**config.mk**
```make
export PLATFORM = sky130hd
export DESIGN_NAME = bus_burst_seq
export DESIGN_NICKNAME = d
export VERILOG_FILES = /design/src/rtl/burst_seq_pkg.sv /design/src/rtl/burst_seq_dp.sv /design/src/rtl/burst_seq_ctrl.sv /design/src/rtl/bus_burst_seq.sv
export SDC_FILE = /design/constraint.sdc
export NUM_CORES = 1
export LEC_CHECK = 0
export BUFFER_PORTS_ARGS = -buffer_cell sky130_fd_sc_hd__buf_2
export CAP_MARGIN = 20
export CORE_MARGIN = 5
export CORE_UTILIZATION = 33
export CTS_BUF_LIST = sky130_fd_sc_hd__clkbuf_2
export DETAILED_ROUTE_END_ITERATION = 12
export PLACE_DENSITY = 0.56
export RECOVER_POWER = 25
export SLEW_MARGIN = 20
export SYNTH_ARGS = -nofsm -noshare
export SYNTH_HDL_FRONTEND = slang
export SYNTH_SLANG_ARGS = --single-unit
```
**constraint.sdc**
```tcl
create_clock -name clk -period 7.55 [get_ports clk]
set_input_delay 1.51 -clock clk [delete_from_list [all_inputs] [get_ports clk]]
set_output_delay 1.51 -clock clk [all_outputs]
set_load 0.01 [all_outputs]
```
**src/rtl/burst_seq_pkg.sv**
```systemverilog
package burst_seq_pkg;

  localparam int BEAT_W = 5;

  typedef enum logic [2:0] {
    ST_IDLE,
    ST_SETUP1,
    ST_SETUP2,
    ST_DATA,
    ST_HOLD
  } seqState_t;

  typedef struct packed {
    logic capture;
    logic loadFirst;
    logic loadNext;
    logic countDown;
    logic advance;
  } seqStrobes_t;

  // number of beats for a port/transfer size pair
  function automatic logic [BEAT_W-1:0] beatsFor(input logic [1:0] port, input logic [1:0] size);
    logic [BEAT_W-1:0] n;
    n = BEAT_W'(1);
    if (port == 2'b01) begin
      case (size)
        2'b10:   n = BEAT_W'(2);
        2'b00:   n = BEAT_W'(4);
        2'b11:   n = BEAT_W'(16);
        default: n = BEAT_W'(1);
      endcase
    end else if (port[1]) begin
      case (size)
        2'b00:   n = BEAT_W'(2);
        2'b11:   n = BEAT_W'(8);
        default: n = BEAT_W'(1);
      endcase
    end else if (port == 2'b00) begin
      n = (size == 2'b11) ? BEAT_W'(4) : BEAT_W'(1);
    end
    return n;
  endfunction

  function automatic logic [2:0] portBytes(input logic [1:0] port);
    if (port == 2'b01) return 3'd1;
    if (port[1])       return 3'd2;
    return 3'd4;
  endfunction

  function automatic logic [1:0] portSizeCode(input logic [1:0] port);
    if (port == 2'b01) return 2'b01;
    if (port[1])       return 2'b10;
    return 2'b00;
  endfunction

endpackage

```
**src/rtl/burst_seq_dp.sv**
```systemverilog
module burst_seq_dp
  import burst_seq_pkg::*;
#(
  parameter int ADDR_W = 32,
  parameter int WAIT_W = 4
) (
  input  logic              clk,
  input  logic              rstN,
  input  seqStrobes_t       stb,
  input  logic [ADDR_W-1:0] reqAddr,
  input  logic [1:0]        reqSize,
  input  logic [1:0]        portSize,
  input  logic              burstEn,
  input  logic [WAIT_W-1:0] firstWait,
  input  logic [WAIT_W-1:0] nextWait,
  input  logic              extAckEn,
  input  logic              setupLong,
  input  logic              holdLong,
  output logic [ADDR_W-1:0] beatAddr,
  output logic [1:0]        sizeOut,
  output logic              burstOut,
  output logic              waitZero,
  output logic              lastBeat,
  output logic              allDone,
  output logic              cfgExt,
  output logic              cfgSetupLong,
  output logic              cfgHoldLong
);

  logic [ADDR_W-1:0] addrQ;
  logic [1:0]        sizeQ, portQ;
  logic              burstQ, splitQ, extQ, setupQ, holdQ;
  logic [WAIT_W-1:0] firstQ, nextQ, waitQ;
  logic [BEAT_W-1:0] leftQ;
  logic [BEAT_W-1:0] reqBeats;

  assign reqBeats = beatsFor(portSize, reqSize);

  // request capture and beat advance
  always_ff @(posedge clk) begin
    if (!rstN) begin
      addrQ  <= '0;
      sizeQ  <= '0;
      portQ  <= '0;
      burstQ <= 1'b0;
      splitQ <= 1'b0;
      extQ   <= 1'b0;
      setupQ <= 1'b0;
      holdQ  <= 1'b0;
      firstQ <= '0;
      nextQ  <= '0;
      leftQ  <= '0;
    end else if (stb.capture) begin
      addrQ  <= reqAddr;
      sizeQ  <= reqSize;
      portQ  <= portSize;
      burstQ <= burstEn && (reqBeats > BEAT_W'(1));
      splitQ <= !burstEn && (reqBeats > BEAT_W'(1));
      extQ   <= extAckEn;
      setupQ <= setupLong;
      holdQ  <= holdLong;
      firstQ <= firstWait;
      nextQ  <= nextWait;
      leftQ  <= reqBeats;
    end else if (stb.advance) begin
      addrQ <= addrQ + ADDR_W'(portBytes(portQ));
      leftQ <= leftQ - BEAT_W'(1);
    end
  end

  // wait-state counter
  always_ff @(posedge clk) begin
    if (!rstN)              waitQ <= '0;
    else if (stb.loadFirst) waitQ <= firstQ;
    else if (stb.loadNext)  waitQ <= nextQ;
    else if (stb.countDown) waitQ <= waitQ - WAIT_W'(1);
  end

  assign beatAddr     = addrQ;
  assign sizeOut      = splitQ ? portSizeCode(portQ) : sizeQ;
  assign burstOut     = burstQ;
  assign waitZero     = (waitQ == '0);
  assign lastBeat     = (leftQ == BEAT_W'(1));
  assign allDone      = (leftQ == '0);
  assign cfgExt       = extQ;
  assign cfgSetupLong = setupQ;
  assign cfgHoldLong  = holdQ;

endmodule

```
**src/rtl/burst_seq_ctrl.sv**
```systemverilog
module burst_seq_ctrl
  import burst_seq_pkg::*;
(
  input  logic        clk,
  input  logic        rstN,
  input  logic        reqValid,
  input  logic        extAck,
  input  logic        waitZero,
  input  logic        lastBeat,
  input  logic        allDone,
  input  logic        cfgBurst,
  input  logic        cfgExt,
  input  logic        cfgSetupLong,
  input  logic        cfgHoldLong,
  output seqStrobes_t stb,
  output logic        ale,
  output logic        dataStrobe,
  output logic        beatAck,
  output logic        busy,
  output logic        done
);

  seqState_t state, nextState;
  logic      finish;

  assign beatAck    = (state == ST_DATA) && waitZero && (!cfgExt || extAck);
  assign ale        = (state == ST_SETUP1) || (state == ST_SETUP2);
  assign dataStrobe = (state == ST_DATA);
  assign busy       = (state != ST_IDLE);

  always_comb begin
    nextState = state;
    stb       = '0;
    finish    = 1'b0;
    case (state)
      ST_IDLE: begin
        if (reqValid) begin
          stb.capture = 1'b1;
          nextState   = ST_SETUP1;
        end
      end
      ST_SETUP1: begin
        stb.loadFirst = 1'b1;
        nextState     = cfgSetupLong ? ST_SETUP2 : ST_DATA;
      end
      ST_SETUP2: begin
        stb.loadFirst = 1'b1;
        nextState     = ST_DATA;
      end
      ST_DATA: begin
        if (beatAck) begin
          stb.advance = 1'b1;
          if (lastBeat) begin
            nextState = cfgHoldLong ? ST_HOLD : ST_IDLE;
            finish    = !cfgHoldLong;
          end else if (cfgBurst) begin
            stb.loadNext = 1'b1;
          end else begin
            nextState = cfgHoldLong ? ST_HOLD : ST_SETUP1;
          end
        end else begin
          stb.countDown = !waitZero;
        end
      end
      ST_HOLD: begin
        nextState = allDone ? ST_IDLE : ST_SETUP1;
        finish    = allDone;
      end
      default: nextState = ST_IDLE;
    endcase
  end

  always_ff @(posedge clk) begin
    if (!rstN) begin
      state <= ST_IDLE;
      done  <= 1'b0;
    end else begin
      state <= nextState;
      done  <= finish;
    end
  end

endmodule

```
**src/rtl/bus_burst_seq.sv**
```systemverilog
module bus_burst_seq
  import burst_seq_pkg::*;
#(
  parameter int ADDR_W = 32,
  parameter int WAIT_W = 4
) (
  input  logic              clk,
  input  logic              rstN,
  input  logic              reqValid,
  input  logic [ADDR_W-1:0] reqAddr,
  input  logic [1:0]        reqSize,
  input  logic [1:0]        portSize,
  input  logic              burstEn,
  input  logic [WAIT_W-1:0] firstWait,
  input  logic [WAIT_W-1:0] nextWait,
  input  logic              extAckEn,
  input  logic              extAck,
  input  logic              setupLong,
  input  logic              holdLong,
  output logic              busy,
  output logic              ale,
  output logic              dataStrobe,
  output logic              beatAck,
  output logic              burstOut,
  output logic [1:0]        sizeOut,
  output logic [ADDR_W-1:0] beatAddr,
  output logic              done
);

  seqStrobes_t stb;
  logic waitZero, lastBeat, allDone, cfgExt, cfgSetupLong, cfgHoldLong;

  burst_seq_ctrl u_ctrl (
    .clk          (clk),
    .rstN         (rstN),
    .reqValid     (reqValid),
    .extAck       (extAck),
    .waitZero     (waitZero),
    .lastBeat     (lastBeat),
    .allDone      (allDone),
    .cfgBurst     (burstOut),
    .cfgExt       (cfgExt),
    .cfgSetupLong (cfgSetupLong),
    .cfgHoldLong  (cfgHoldLong),
    .stb          (stb),
    .ale          (ale),
    .dataStrobe   (dataStrobe),
    .beatAck      (beatAck),
    .busy         (busy),
    .done         (done)
  );

  burst_seq_dp #(.ADDR_W(ADDR_W), .WAIT_W(WAIT_W)) u_dp (
    .clk          (clk),
    .rstN         (rstN),
    .stb          (stb),
    .reqAddr      (reqAddr),
    .reqSize      (reqSize),
    .portSize     (portSize),
    .burstEn      (burstEn),
    .firstWait    (firstWait),
    .nextWait     (nextWait),
    .extAckEn     (extAckEn),
    .setupLong    (setupLong),
    .holdLong     (holdLong),
    .beatAddr     (beatAddr),
    .sizeOut      (sizeOut),
    .burstOut     (burstOut),
    .waitZero     (waitZero),
    .lastBeat     (lastBeat),
    .allDone      (allDone),
    .cfgExt       (cfgExt),
    .cfgSetupLong (cfgSetupLong),
    .cfgHoldLong  (cfgHoldLong)
  );

endmodule

```
-- Yosys cells after proc, flatten, opt, wreduce, memory -nomap -nowiden
Index checks and enable logic that the tools add are counted.
- register bits: 62
- bits of input ports: 52
- output and inout port bits: 40
- word-level logic and storage cells: 106
- add/sub/neg operators: 3
- order comparisons: 1
- equality and inequality tests: 12
- multiplexer cells: 56
- reduce and logical (&&, ||, !) cells: 20
- operators with widths (kind ; count):
    32-bit 2-to-1 mux ; 2
    3-bit 2-to-1 mux ; 15
    32-bit by 3-bit adder with 32-bit output ; 1
    5-bit 2-to-1 mux ; 5
    1-bit 2-to-1 mux ; 22
    3-bit one-hot mux with 5 select lines ; 1
    5-bit one-hot mux with 3 select lines ; 1
    4-bit 2-to-1 mux ; 3
    2-bit 2-to-1 mux ; 5
    4-bit one-hot mux with 2 select lines ; 1
    3-bit by 2-bit equality test with 1-bit output (second input constant) ; 2
    3-bit nonzero test ; 2
    5-bit by 1-bit equality test with 1-bit output (second input constant) ; 1
    5-bit by 1-bit greater-than comparator with 1-bit output (second input constant) ; 1
    5-bit logical NOT ; 1
    5-bit by 1-bit subtractor with 5-bit output (second input constant) ; 1
    2-bit by 1-bit equality test with 1-bit output (second input constant) ; 2
    2-bit equality test (second input constant) ; 2
    1-bit logical AND ; 4
    1-bit logical NOT ; 4
    2-bit logical NOT ; 2
    4-bit logical NOT ; 1
    4-bit by 1-bit subtractor with 4-bit output (second input constant) ; 1
    3-bit by 1-bit equality test with 1-bit output (second input constant) ; 1
    10 further kinds ; 11

-- Depth between registers and ports, before layout
Gate-level depths: netlist (run 1).
- depth in word-level cells: 20
- gate-level depth with buffers: 9
- mapped depth without buffers: 8

-- Hierarchy
Synthesis (run 1) repeated with hierarchy kept, for this count alone.
- cell total of the unflattened synthesis: 407
- area total of the unflattened synthesis: 3535.9 µm²
- modules (own cells, without submodules) (module ; times used ; cells each ; area each (µm²) ; seq. area each (µm²)):
    burst_seq_dp ; 1 ; 372 ; 3220.6 ; 1161.1
    burst_seq_ctrl ; 1 ; 35 ; 315.3 ; 80.1

-- Least setup slack after synthesis (run 1)
OpenSTA, ideal clock, no wires.
- kind: input to output
- start: input port extAck
- end: output port beatAck
- arrival: 2.306 ns
- data required time: 6.040 ns
- slack: 3.734 ns
- cell stages on the path: 4
- path buffers: 1
- cells stage by stage: nand2b_1 > nand3_2 > inv_1 > clkbuf_1
- word-level cells in the longest chain between the ends: 2
- ends and longest elaborated chain (item ; line ; text):
    from (decl) ; bus_burst_seq.sv:17 ; input logic extAck,
    1-bit logical OR ; burst_seq_ctrl.sv:26 ; assign beatAck = (state == ST_DATA) && waitZero && (!cfgExt || extAck);
    1-bit logical AND ; burst_seq_ctrl.sv:26 ;
    to (decl) ; bus_burst_seq.sv:23 ; output logic beatAck,
No other way between the ends.

-- Worst setup path after layout (run 1)
Same ends and word-level chain as after synthesis.

==> flow_summary_export.csv, run 1 <==
group,metric,value,unit
sta,setup_viol,0,
grt,antenna_found_initial,1,
yosys,synthMuxAreaShare,1.573,%
die,die_h,110.6,um
pwr,powerDensity,227.7,nW/um^2
grt,grt.total_usage,14.91,%
clock_network,htreeDepth,3,
detailed_routing,antenna_left,0,
status,status,"complete, but fails checks",
detailed_routing,drc_errors,0,
clock_network,clk_latency,0.48,ns
clock_network,numCtsBuffers,9,
worst_hold_path,hold_depth,2,
worst_hold_path,min_from,"u_dp.nextQ[3]",
yosys,synth_compound_gate_area_share,20.22,%
sta,post-route-period-util,58.44,%
yosys,yosysUniqueCellTypes,49,
critical_path,r2r_start,"u_dp.portQ[1]",
final_layout,drive_above_1_share,21.96,%
critical_path,regToRegSetupSlack,4.65,ns
critical_path,cp_slowest_cell,"inv_1",
placed_design,place_congestion,0.8028,
yosys,synth_top_area_share,37.15,%
sta,clock_skew,0.02766,ns
sta,layout_min_cycle_time,4.412,ns
critical_path,worstPathArrival,2.90,ns
yosys,syn_avg_cell_area,7.992,sq um
sta,slew_headroom,0.1099,%
detailed_routing,drtIter0Drc,159,
yosys,synth-async-reset-ratio,0,%
yosys,synthSimpleGateAreaFrac,23.93,%
sta,rsz0062_at_grt,"no",
detailed_routing,first_pass_iters,4,
pwr,vdd_ir_drop_max,0.09172,mV
status,failed_checks,"max-capacitance violations",
yosys,synth-main-ff-cell,"dfxtp_1",
sta,drv_slew,0,
die,start_util,34.02,%
grt,grt_overflow,0,
final_layout,fin_area,4025,sq um
critical_path,rr_worst_depth,8,
clock_network,hold_buffers,0,
critical_path,path_class,"input pin to output port",
die,coreArea,9819,sq um
die,pin_count,92,
yosys,yosysWarnings,0,
clock_network,cts_resized,0,
final_layout,area_growth,20.49,%
placed_design,dp_hpwl,6.590,mm
worst_hold_path,min_path_type,"register to register",
die,die_x,110.6,um
job,maxCapViolations,1,
grt,grt_pass1_vias,3187,
yosys,synth_xor_area_share,6.816,%
die,rows,36,
final_layout,nets,562,
sta,fmax,226.6,MHz
critical_path,critPathMaxFanout,18,
critical_path,worstReg2RegEnd,"u_dp.beatAddr[26]",
clock_network,cts_tree,"built",
placed_design,dpl-instance-area,3871,sq um
yosys,yosysSeqAreaShare,37.15,%
detailed_routing,drt-wirelength-per-cell,14.66,um
detailed_routing,via_count,3260,
yosys,synth_seq_cells,62,
grt,grt_max_degree,85,
sta,worst_pin_slew,1.498,ns
die,die_area,12240,sq um
critical_path,cp_slowest_stage_delay,0.45,ns
worst_hold_path,min_to,"u_dp.nextQ[3]",
yosys,synthAdderAreaFrac,5.468,%
pwr,p_leak,1.572,nW
critical_path,cp-start-kind,"input pin",
yosys,synth_edf_count,0,
final_layout,nFillCells,1081,
yosys,yosysTopAreaCell,"dfxtp_1",
clock_network,clock_path_buffers,2,
critical_path,path_cells,"buf_2 > nand2b_1 > nand3_2 > inv_1 > buf_2",
yosys,synthTopCellsByArea,"dfxtp_1 (37%), a21oi_1 (6.4%), nand2_1 (5.8%), xnor2_1 (5.8%), ha_1 (4.9%)",
clock_network,path_clk_slew,0.17,ns
yosys,syn_inst,418,
clock_network,cts_setup_buffers,0,
final_layout,final_util,40.99,%
yosys,synth.net_count,484,
critical_path,cp_common_cell,"buf_2",
clock_network,cts_sinks,62,
detailed_routing,wl,9.309,mm
grt,grt_first_pass_wirelength,15.30,mm
placed_design,port_buffers,91,
detailed_routing,avgViaCountPerCell,5.134,
critical_path,crit_required,6.04,ns
clock_network,cts_root_buf,"clkbuf_2",
yosys,synth_top_family_by_area,"simple AND/OR/NAND/NOR gates",
sta,setup_tns,0,ns
critical_path,cp-end-kind,"output port",
sta,finalHoldViolations,0,
yosys,syn_area,3341,sq um
sequential cells by signal, indices dropped and copies added (netlist names), 2 cells and up:
| signal | count |
|---|---|
| u_dp.portQ | 2 |
| u_dp.nextQ | 4 |
| u_ctrl.state | 3 |
| u_dp.waitQ | 4 |
| u_dp.sizeQ | 2 |
| u_dp.firstQ | 4 |
| u_dp.leftQ | 5 |
| u_dp.beatAddr | 32 |
how the worst max path moves through the flow:
stage	depth (start not counted)	slack [ns]	to	startpoint
2_1_floorplan	4	3.73	beatAck	extAck
3_5_place_dp	5	3.13	beatAck	extAck
5_1_grt	5	2.97	beatAck	extAck
3_3_place_gp	5	3.18	beatAck	extAck
4_1_cts	5	3.13	beatAck	extAck
6_report	5	3.14	beatAck	extAck
report_power, final:
group | total, W | internal, W | switching, W
clock network | 0.000267 | 0.000141 | 0.000126
registers | 0.000414 | 0.000367 | 0.0000465
logic | 0.000236 | 0.0000969 | 0.000139
cell type report:
class                      instances  area (sq um)  share of cell area, %
timing repair buffer              92         456.7                  11.35
sequential                        62          1241                  30.84
clock inverter                     7         112.6                  2.798
clock buffer                       9         45.04                  1.119
tap                              133         166.4                  4.134
multi-input combinational        315          1941                  48.21
antenna                            1         2.502                0.06217
inverter                          16         60.06                  1.492
worst max-delay path: cells and delay by family:
kind                   cells  cell delay (ns)
and+or+nand+nor            2             0.65
buffers and inverters      3             0.74
logic make-up (layout without fill, tap and decap cells):
family                     Yosys count  count (layout)
AOI/OAI and AO/OA                  118             118
muxes                                5               5
buffers and inverters               41             124
adders and majority gates           14              14
and+or+nand+nor                    152             152
other                                0               1
xor gates and xnor gates            26              26
DFF                                 62              62
synthesized netlist by cell type, types with 3 or more instances:
master / number
nor4_1: 5
ha_1: 13
a22oi_1: 3
o21ai_0: 32
a21oi_1: 43
xor2_1: 4
o21ai_1: 9
nor3_1: 13
and4_1: 4
buf_2: 3
a311oi_1: 4
inv_1: 16
dfxtp_1: 62
a31oi_1: 11
mux2i_1: 3
clkbuf_1: 19
nand2_1: 52
nand4_1: 9
or3_1: 14
nor2_1: 21
xnor2_1: 22
nand3_1: 13
nor2b_1: 3
a211oi_1: 5
or4_1: 4
cells in the final DEF (no fill, tap or decap), types with 11 or more instances in the layout:
cell type,instances
nor3_1,13
ha_1,13
xnor2_1,22
nand3_1,13
nor2_1,21
nand2_1,51
buf_2,86
dfxtp_1,62
o21ai_0,32
a21oi_1,43
or3_1,14
inv_1,16
a31oi_1,11
routing by layer:
layer | wire length, um | part of all wire, % | vias to the layer above | GRT usage (%)
li1 | - | - | 1657 | -
met1 | 4335 | 47 | 1505 | 19.04
met2 | 4387 | 47 | 90 | 24.19
met3 | 454 | 4.9 | 8 | 3.228
met4 | 132 | 1.4 | 0 | 6.404
met5 | 0 | 0 | - | 0
per-stage QoR:
step,cells,hold slack [ns],power (W),worst slack (ns)
final,635,0.4700,0.0009166,3.138
after floorplan,418,0.4311,0.0005741,3.734
after detailed placement,618,0.4477,0.0006565,3.132
after CTS,634,0.4709,0.0009277,3.127
after global placement,618,0.4403,0.0006531,3.183
after global routing,635,0.4868,0.0009796,2.971
No activity file was read; power rests on OpenSTA's default activity.
==> run 2, diff against run 1 <==
--- a/config.mk
+++ b/config.mk
@@ -11,7 +11,7 @@
 export CORE_UTILIZATION = 33
 export CTS_BUF_LIST = sky130_fd_sc_hd__clkbuf_2
 export DETAILED_ROUTE_END_ITERATION = 12
-export PLACE_DENSITY = 0.56
+export PLACE_DENSITY = 0.58
 export RECOVER_POWER = 25
 export SLEW_MARGIN = 20
 export SYNTH_ARGS = -nofsm -noshare
==> constraint.sdc (replaced) <==
create_clock -name clk -period 3.93 [get_ports clk]
set_input_delay 0.786 -clock clk [delete_from_list [all_inputs] [get_ports clk]]
set_output_delay 0.786 -clock clk [all_outputs]
set_load 0.01 [all_outputs]
==> run 2 against run 1 <==
Compared with the run above: the run now ends clean; critical path depth is 1 higher; utilization is 1.0 points lower; global-route usage is 0.25 points higher; routed wire length is 0.19% higher; final area is 2.5% lower; first-iteration DRC count is 28% lower; critical endpoint unchanged; highest routed layer unchanged; power is 69% higher.
==> flow_summary_export.csv, run 2 (synthesized netlist as in run 1, its figures left out) <==
group,metric,value,unit
sta,fmax,302.4,MHz
critical_path,cp_slowest_stage_delay,0.47,ns
pwr,clkPwrFrac,19.6,%
clock_network,clock_path_buffers,2,
sta,setup_tns,0,ns
sta,fin_hold_ws,0.4664,ns
clock_network,cts_resized,0,
grt,grt.total_usage,15.16,%
critical_path,path_class,"register to output port",
clock_network,clk_latency,0.50,ns
sta,slew_headroom,32.15,%
placed_design,dp_hpwl,6.689,mm
final_layout,nets,562,
critical_path,cp_slowest_cell,"inv_1",
pwr,p_comb_share,29.0,%
sta,clock_skew,0.01709,ns
pwr,pwr-share-seq,51.4,%
detailed_routing,wl,9.327,mm
critical_path,crit_buf_inv,3,
grt,grt_max_degree,59,
critical_path,cp_common_cell,"inv_1",
critical_path,worstPathArrival,2.52,ns
clock_network,numCtsBuffers,9,
grt,grt_overflow,0,
detailed_routing,first_pass_iters,5,
sta,layout_min_cycle_time,3.307,ns
die,die_x,110.6,um
final_layout,nFillCells,1080,
grt,grt_first_pass_wirelength,15.26,mm
detailed_routing,drtIter0Drc,115,
pwr,sw_frac_of_total,37.51,%
sta,rsz0062_at_grt,"no",
critical_path,critPathMaxFanout,18,
die,die_area,12240,sq um
die,pin_count,92,
pwr,switchingPower,0.0005802,W
clock_network,cts_tree,"built",
pwr,p_leak,1.474,nW
die,coreArea,9819,sq um
clock_network,path_clk_slew,0.17,ns
critical_path,crit_required,3.14,ns
clock_network,cts_sinks,62,
sta,setup_viol,0,
sta,post-route-period-util,84.16,%
critical_path,cp-start-kind,"register",
job,maxCapViolations,0,
clock_network,htreeDepth,3,
critical_path,critical-path-top-delay-family,"buffers and inverters",
worst_hold_path,min_path_type,"register to register",
placed_design,place_congestion,0.8089,
pwr,powerDensity,394.1,nW/um^2
die,die_h,110.6,um
placed_design,dp_slack,0.9411,ns
sta,finalHoldViolations,0,
sta,worst_pin_slew,1.017,ns
critical_path,path_cells,"inv_1 > ha_1 > nor3b_4 > nand3_2 > inv_1 > buf_2",
grt,antenna_found_initial,1,
critical_path,cp-end-kind,"output port",
final_layout,layout_commonest_cell,"buf_2",
detailed_routing,drc_errors,0,
final_layout,drive_above_1_share,17.84,%
sta,timing.final.ws_setup,0.6226,ns
final_layout,final_cell_mix,"buf_2 (69), dfxtp_1 (62), nand2_1 (52)",
detailed_routing,drt-wirelength-per-cell,14.73,um
die,rows,36,
grt,grt_pass1_vias,3164,
detailed_routing,antenna_left,0,
sta,drv_slew,0,
clock_network,hold_buffers,0,
detailed_routing,via_count,3270,
final_layout,area_growth,17.49,%
placed_design,port_buffers,91,
clock_network,cts_setup_buffers,0,
pwr,vdd_ir_drop_max,0.1193,mV
status,status,"finished, final reports clean",
detailed_routing,avgViaCountPerCell,5.166,
pwr,p_int,0.0009666,W
die,start_util,34.02,%
clock_network,cts_root_buf,"clkbuf_2",
final_layout,largest_register_ffs,32,
## run 2: final timing paths
kind | start | end | slack [ns] | depth (start not counted)
max | u_dp.waitQ[0] | beatAck | 0.62 | 6
min reg2reg | u_dp.nextQ[3] | u_dp.nextQ[3] | 0.47 | 2
max reg2reg | u_dp.portQ[1] | u_dp.beatAddr[28] | 1.14 | 8
min | u_dp.nextQ[3] | u_dp.nextQ[3] | 0.47 | 2
## run 2: tightest hold or removal path, cell delays in order, from the launching register on
cell	delay (ns)
dfxtp_1	0.34
nand2_1	0.05
a21oi_1	0.05
## run 2: cell type report
cell class / instances / area [sq um] / area share [%]
tap: 133 / 166.4 / 4.240
sequential: 62 / 1241 / 31.62
multi-input combinational: 315 / 1938 / 49.38
inverter: 16 / 60.06 / 1.530
timing repair buffer: 92 / 447.9 / 11.41
antenna: 1 / 2.502 / 0.06376
clock buffer: 11 / 55.05 / 1.403
clock inverter: 3 / 13.76 / 0.3507
## run 2: per-stage QoR
step	util (%)	instances	power (W)	area (sq um)
after floorplan	-	418	0.001103	3341
after global placement	39.55	618	0.001259	3884
after detailed placement	39.55	618	0.001267	3884
after CTS	40.25	632	0.001580	3953
after global routing	39.97	633	0.001663	3925
final	39.97	633	0.001547	3925
## run 2: power by group through the flow
stage	registers (W)	clock network, W	logic (W)
2_1_floorplan	0.000806	0	0.000297
4_1_cts	0.000794	0.000323	0.000463
3_5_place_dp	0.000807	0	0.000460
3_3_place_gp	0.000806	0	0.000454
5_1_grt	0.000810	0.000344	0.000509
6_report	0.000795	0.000303	0.000448
## run 2: per-layer routing
| layer | track usage [%] | wire [um] |
|---|---|---|
| met1 | 19.26 | 4478 |
| met5 | 0 | 0 |
| met4 | 6.568 | 212 |
| met2 | 24.03 | 4185 |
| met3 | 4.158 | 450 |
==> run 3, diff against run 2 <==
--- a/config.mk
+++ b/config.mk
@@ -11,7 +11,7 @@
 export CORE_UTILIZATION = 33
 export CTS_BUF_LIST = sky130_fd_sc_hd__clkbuf_2
 export DETAILED_ROUTE_END_ITERATION = 12
-export PLACE_DENSITY = 0.58
+export PLACE_DENSITY = 0.56
 export RECOVER_POWER = 25
 export SLEW_MARGIN = 20
 export SYNTH_ARGS = -nofsm -noshare
==> constraint.sdc (replaced) <==
create_clock -name clk -period 3.1 [get_ports clk]
set_input_delay 0.62 -clock clk [delete_from_list [all_inputs] [get_ports clk]]
set_output_delay 0.62 -clock clk [all_outputs]
set_load 0.01 [all_outputs]
==> run 3 against run 2 <==
Compared with the run above: the run now ends with max-capacitance violations, max-slew violations left; via count down 0.70%; clock power increased by 38%; count of clock-buffer cells in the layout down 1; critical path depth rose by 2; hold slack lost 0.11 ns.
==> flow_summary_export.csv, run 3 (synthesized netlist as in run 1, its figures left out) <==
group,metric,value,unit
sta,finalHoldViolations,0,
grt,grt_overflow,0,
placed_design,dp_hpwl,6.868,mm
detailed_routing,via_count,3247,
final_layout,nets,566,
pwr,switchingPower,0.0007627,W
sta,setup_tns,0,ns
die,coreArea,9819,sq um
status,status,"complete, but fails checks",
grt,grt_first_pass_wirelength,15.41,mm
worst_hold_path,min_from,"firstWait[0]",
detailed_routing,drc_errors,0,
final_layout,multi_input_area,1941,sq um
critical_path,rr_worst_depth,8,
die,die_x,110.6,um
die,pin_count,92,
final_layout,area_growth,18.69,%
sta,slew_headroom,-9.170,%
clock_network,clock_path_buffers,2,
die,rows,36,
detailed_routing,drtIter0Drc,160,
grt,grt_pass1_vias,3137,
final_layout,fin_area,3965,sq um
pwr,sw_frac_of_total,38.24,%
clock_network,cts_root_buf,"clkbuf_2",
final_layout,register_area,1241,sq um
clock_network,cts_tree,"built",
critical_path,r2r_start,"u_dp.portQ[1]",
placed_design,port_buffers,91,
sta,worst_pin_slew,1.638,ns
detailed_routing,topRoutingLayerUsed,"met4",
critical_path,cp-start-kind,"register",
clock_network,htreeDepth,3,
clock_network,cts_resized,0,
clock_network,cts_setup_buffers,0,
sta,post-route-period-util,92.82,%
clock_network,numCtsBuffers,9,
critical_path,cp-end-kind,"register",
clock_network,cts_sinks,62,
critical_path,cp_common_cell,"or3_1",
critical_path,critPathMaxFanout,7,
final_layout,largest_register_ffs,32,
grt,grt_max_degree,48,
sta,fmax,347.5,MHz
clock_network,clk_latency,0.49,ns
detailed_routing,wl,9.358,mm
placed_design,place_congestion,0.7983,
detailed_routing,met2WireLength,4.429,mm
detailed_routing,antenna_left,0,
status,failed_checks,"max-capacitance violations, max-slew violations",
sta,setup_viol,0,
critical_path,worstPathArrival,3.29,ns
placed_design,dpl-instance-area,3901,sq um
worst_hold_path,min_to,"u_dp.firstQ[0]",
pwr,clkPwrFrac,20.9,%
pwr,powerDensity,503.1,nW/um^2
pwr,vdd_ir_drop_max,0.1439,mV
worst_hold_path,hold_depth,3,
critical_path,path_cells,"nor2b_1 > ha_1 > fa_1 > a21oi_1 > or3_1 > or4_1 > or3_1 > a31oi_1",
die,die_h,110.6,um
critical_path,path_class,"register to register",
final_layout,layout_commonest_cell,"buf_2",
detailed_routing,first_pass_iters,4,
clock_network,hold_buffers,0,
critical_path,crit_required,3.51,ns
sta,drv_slew,38,
sta,rsz0062_at_grt,"no",
detailed_routing,met1_length,4.422,mm
sta,clock_skew,0.04733,ns
final_layout,nFillCells,1084,
final_layout,final_util,40.38,%
final_layout,drive_above_1_share,19.21,%
grt,antenna_found_initial,1,
pwr,pwr-share-seq,50.5,%
die,start_util,34.02,%
final_layout,final_cell_mix,"buf_2 (69), dfxtp_1 (62), nand2_1 (51)",
critical_path,regToRegSetupSlack,0.22,ns
critical_path,cp_slowest_stage_delay,0.63,ns
die,die_area,12240,sq um
detailed_routing,drt-wirelength-per-cell,14.64,um
job,maxCapViolations,1,
critical_path,worstReg2RegEnd,"u_dp.beatAddr[30]",
detailed_routing,avgViaCountPerCell,5.081,
sta,layout_min_cycle_time,2.877,ns
worst_hold_path,min_path_type,"input pin to register",
detailed_routing,met3WireLength,344,um
clock_network,path_clk_slew,0.18,ns
critical_path,cp_slowest_cell,"or4_1",
grt,grt.total_usage,15.21,%
pwr,p_comb_share,28.6,%
pwr,p_int,0.001232,W
pwr,p_leak,1.472,nW
run 3: changes by cell type in the layout (fill, tap and decap cells not counted), sizes merged:
cell      change
buf           +3
clkinvlp      +3
clkinv        +2
inv           -2
run 3: how the worst max path moves through the flow:
stage	endpoint	slack, ns	start
5_1_grt	u_dp.beatAddr[30]	0.03	u_dp.portQ[0]
3_5_place_dp	u_dp.beatAddr[30]	0.31	u_dp.portQ[1]
6_report	u_dp.beatAddr[30]	0.22	u_dp.portQ[1]
3_3_place_gp	u_dp.beatAddr[28]	0.41	u_dp.portQ[1]
4_1_cts	beatAck	0.13	u_dp.waitQ[0]
2_1_floorplan	u_dp.beatAddr[26]	0.58	u_dp.portQ[0]
run 3: layout make-up:
cell class                      instances  share of cell area (%)
Sequential cell                        62                   31.30
Timing Repair Buffer                   96                   11.64
Antenna cell                            1                 0.06311
Inverter                               16                   1.609
Clock inverter                          6                  0.9782
Clock buffer                           10                   1.262
Multi-Input combinational cell        315                   48.94
Tap cell                              133                   4.197
run 3: power by group through the flow:
stage	clock network (W)	registers (W)	logic, W
detailed placement	0	0.00102	0.000585
floorplan	0	0.00102	0.000376
finish	0.000417	0.00101	0.000570
global route	0.000477	0.00103	0.000650
CTS	0.000438	0.00101	0.000590
global placement	0	0.00102	0.000576
run 3: worst max-delay path, delay by kind of cell, from the launching register on:
kind	cells	cell delay, ns
simple gates	4	1.69
compound gates	2	0.30
fa+ha+maj	2	0.42
flops	1	0.41
run 3: per-layer routing:
layer / up-vias / track usage [%]
li1: 1668 / -
met1: 1501 / 19.91
met2: 68 / 24.47
met3: 10 / 3.282
met4: 0 / 5.747
met5: - / 0
run 3: metrics by stage:
step / hold WS (ns) / total power (W) / setup WS, ns / cells
after floorplan: 0.4311 / 0.001398 / 0.5814 / 418
after global placement: 0.4439 / 0.001597 / 0.4106 / 622
after detailed placement: 0.4508 / 0.001608 / 0.3135 / 622
after CTS: 0.3003 / 0.002035 / 0.1257 / 638
after global routing: 0.2836 / 0.002155 / 0.03167 / 639
final: 0.3590 / 0.001995 / 0.2226 / 639
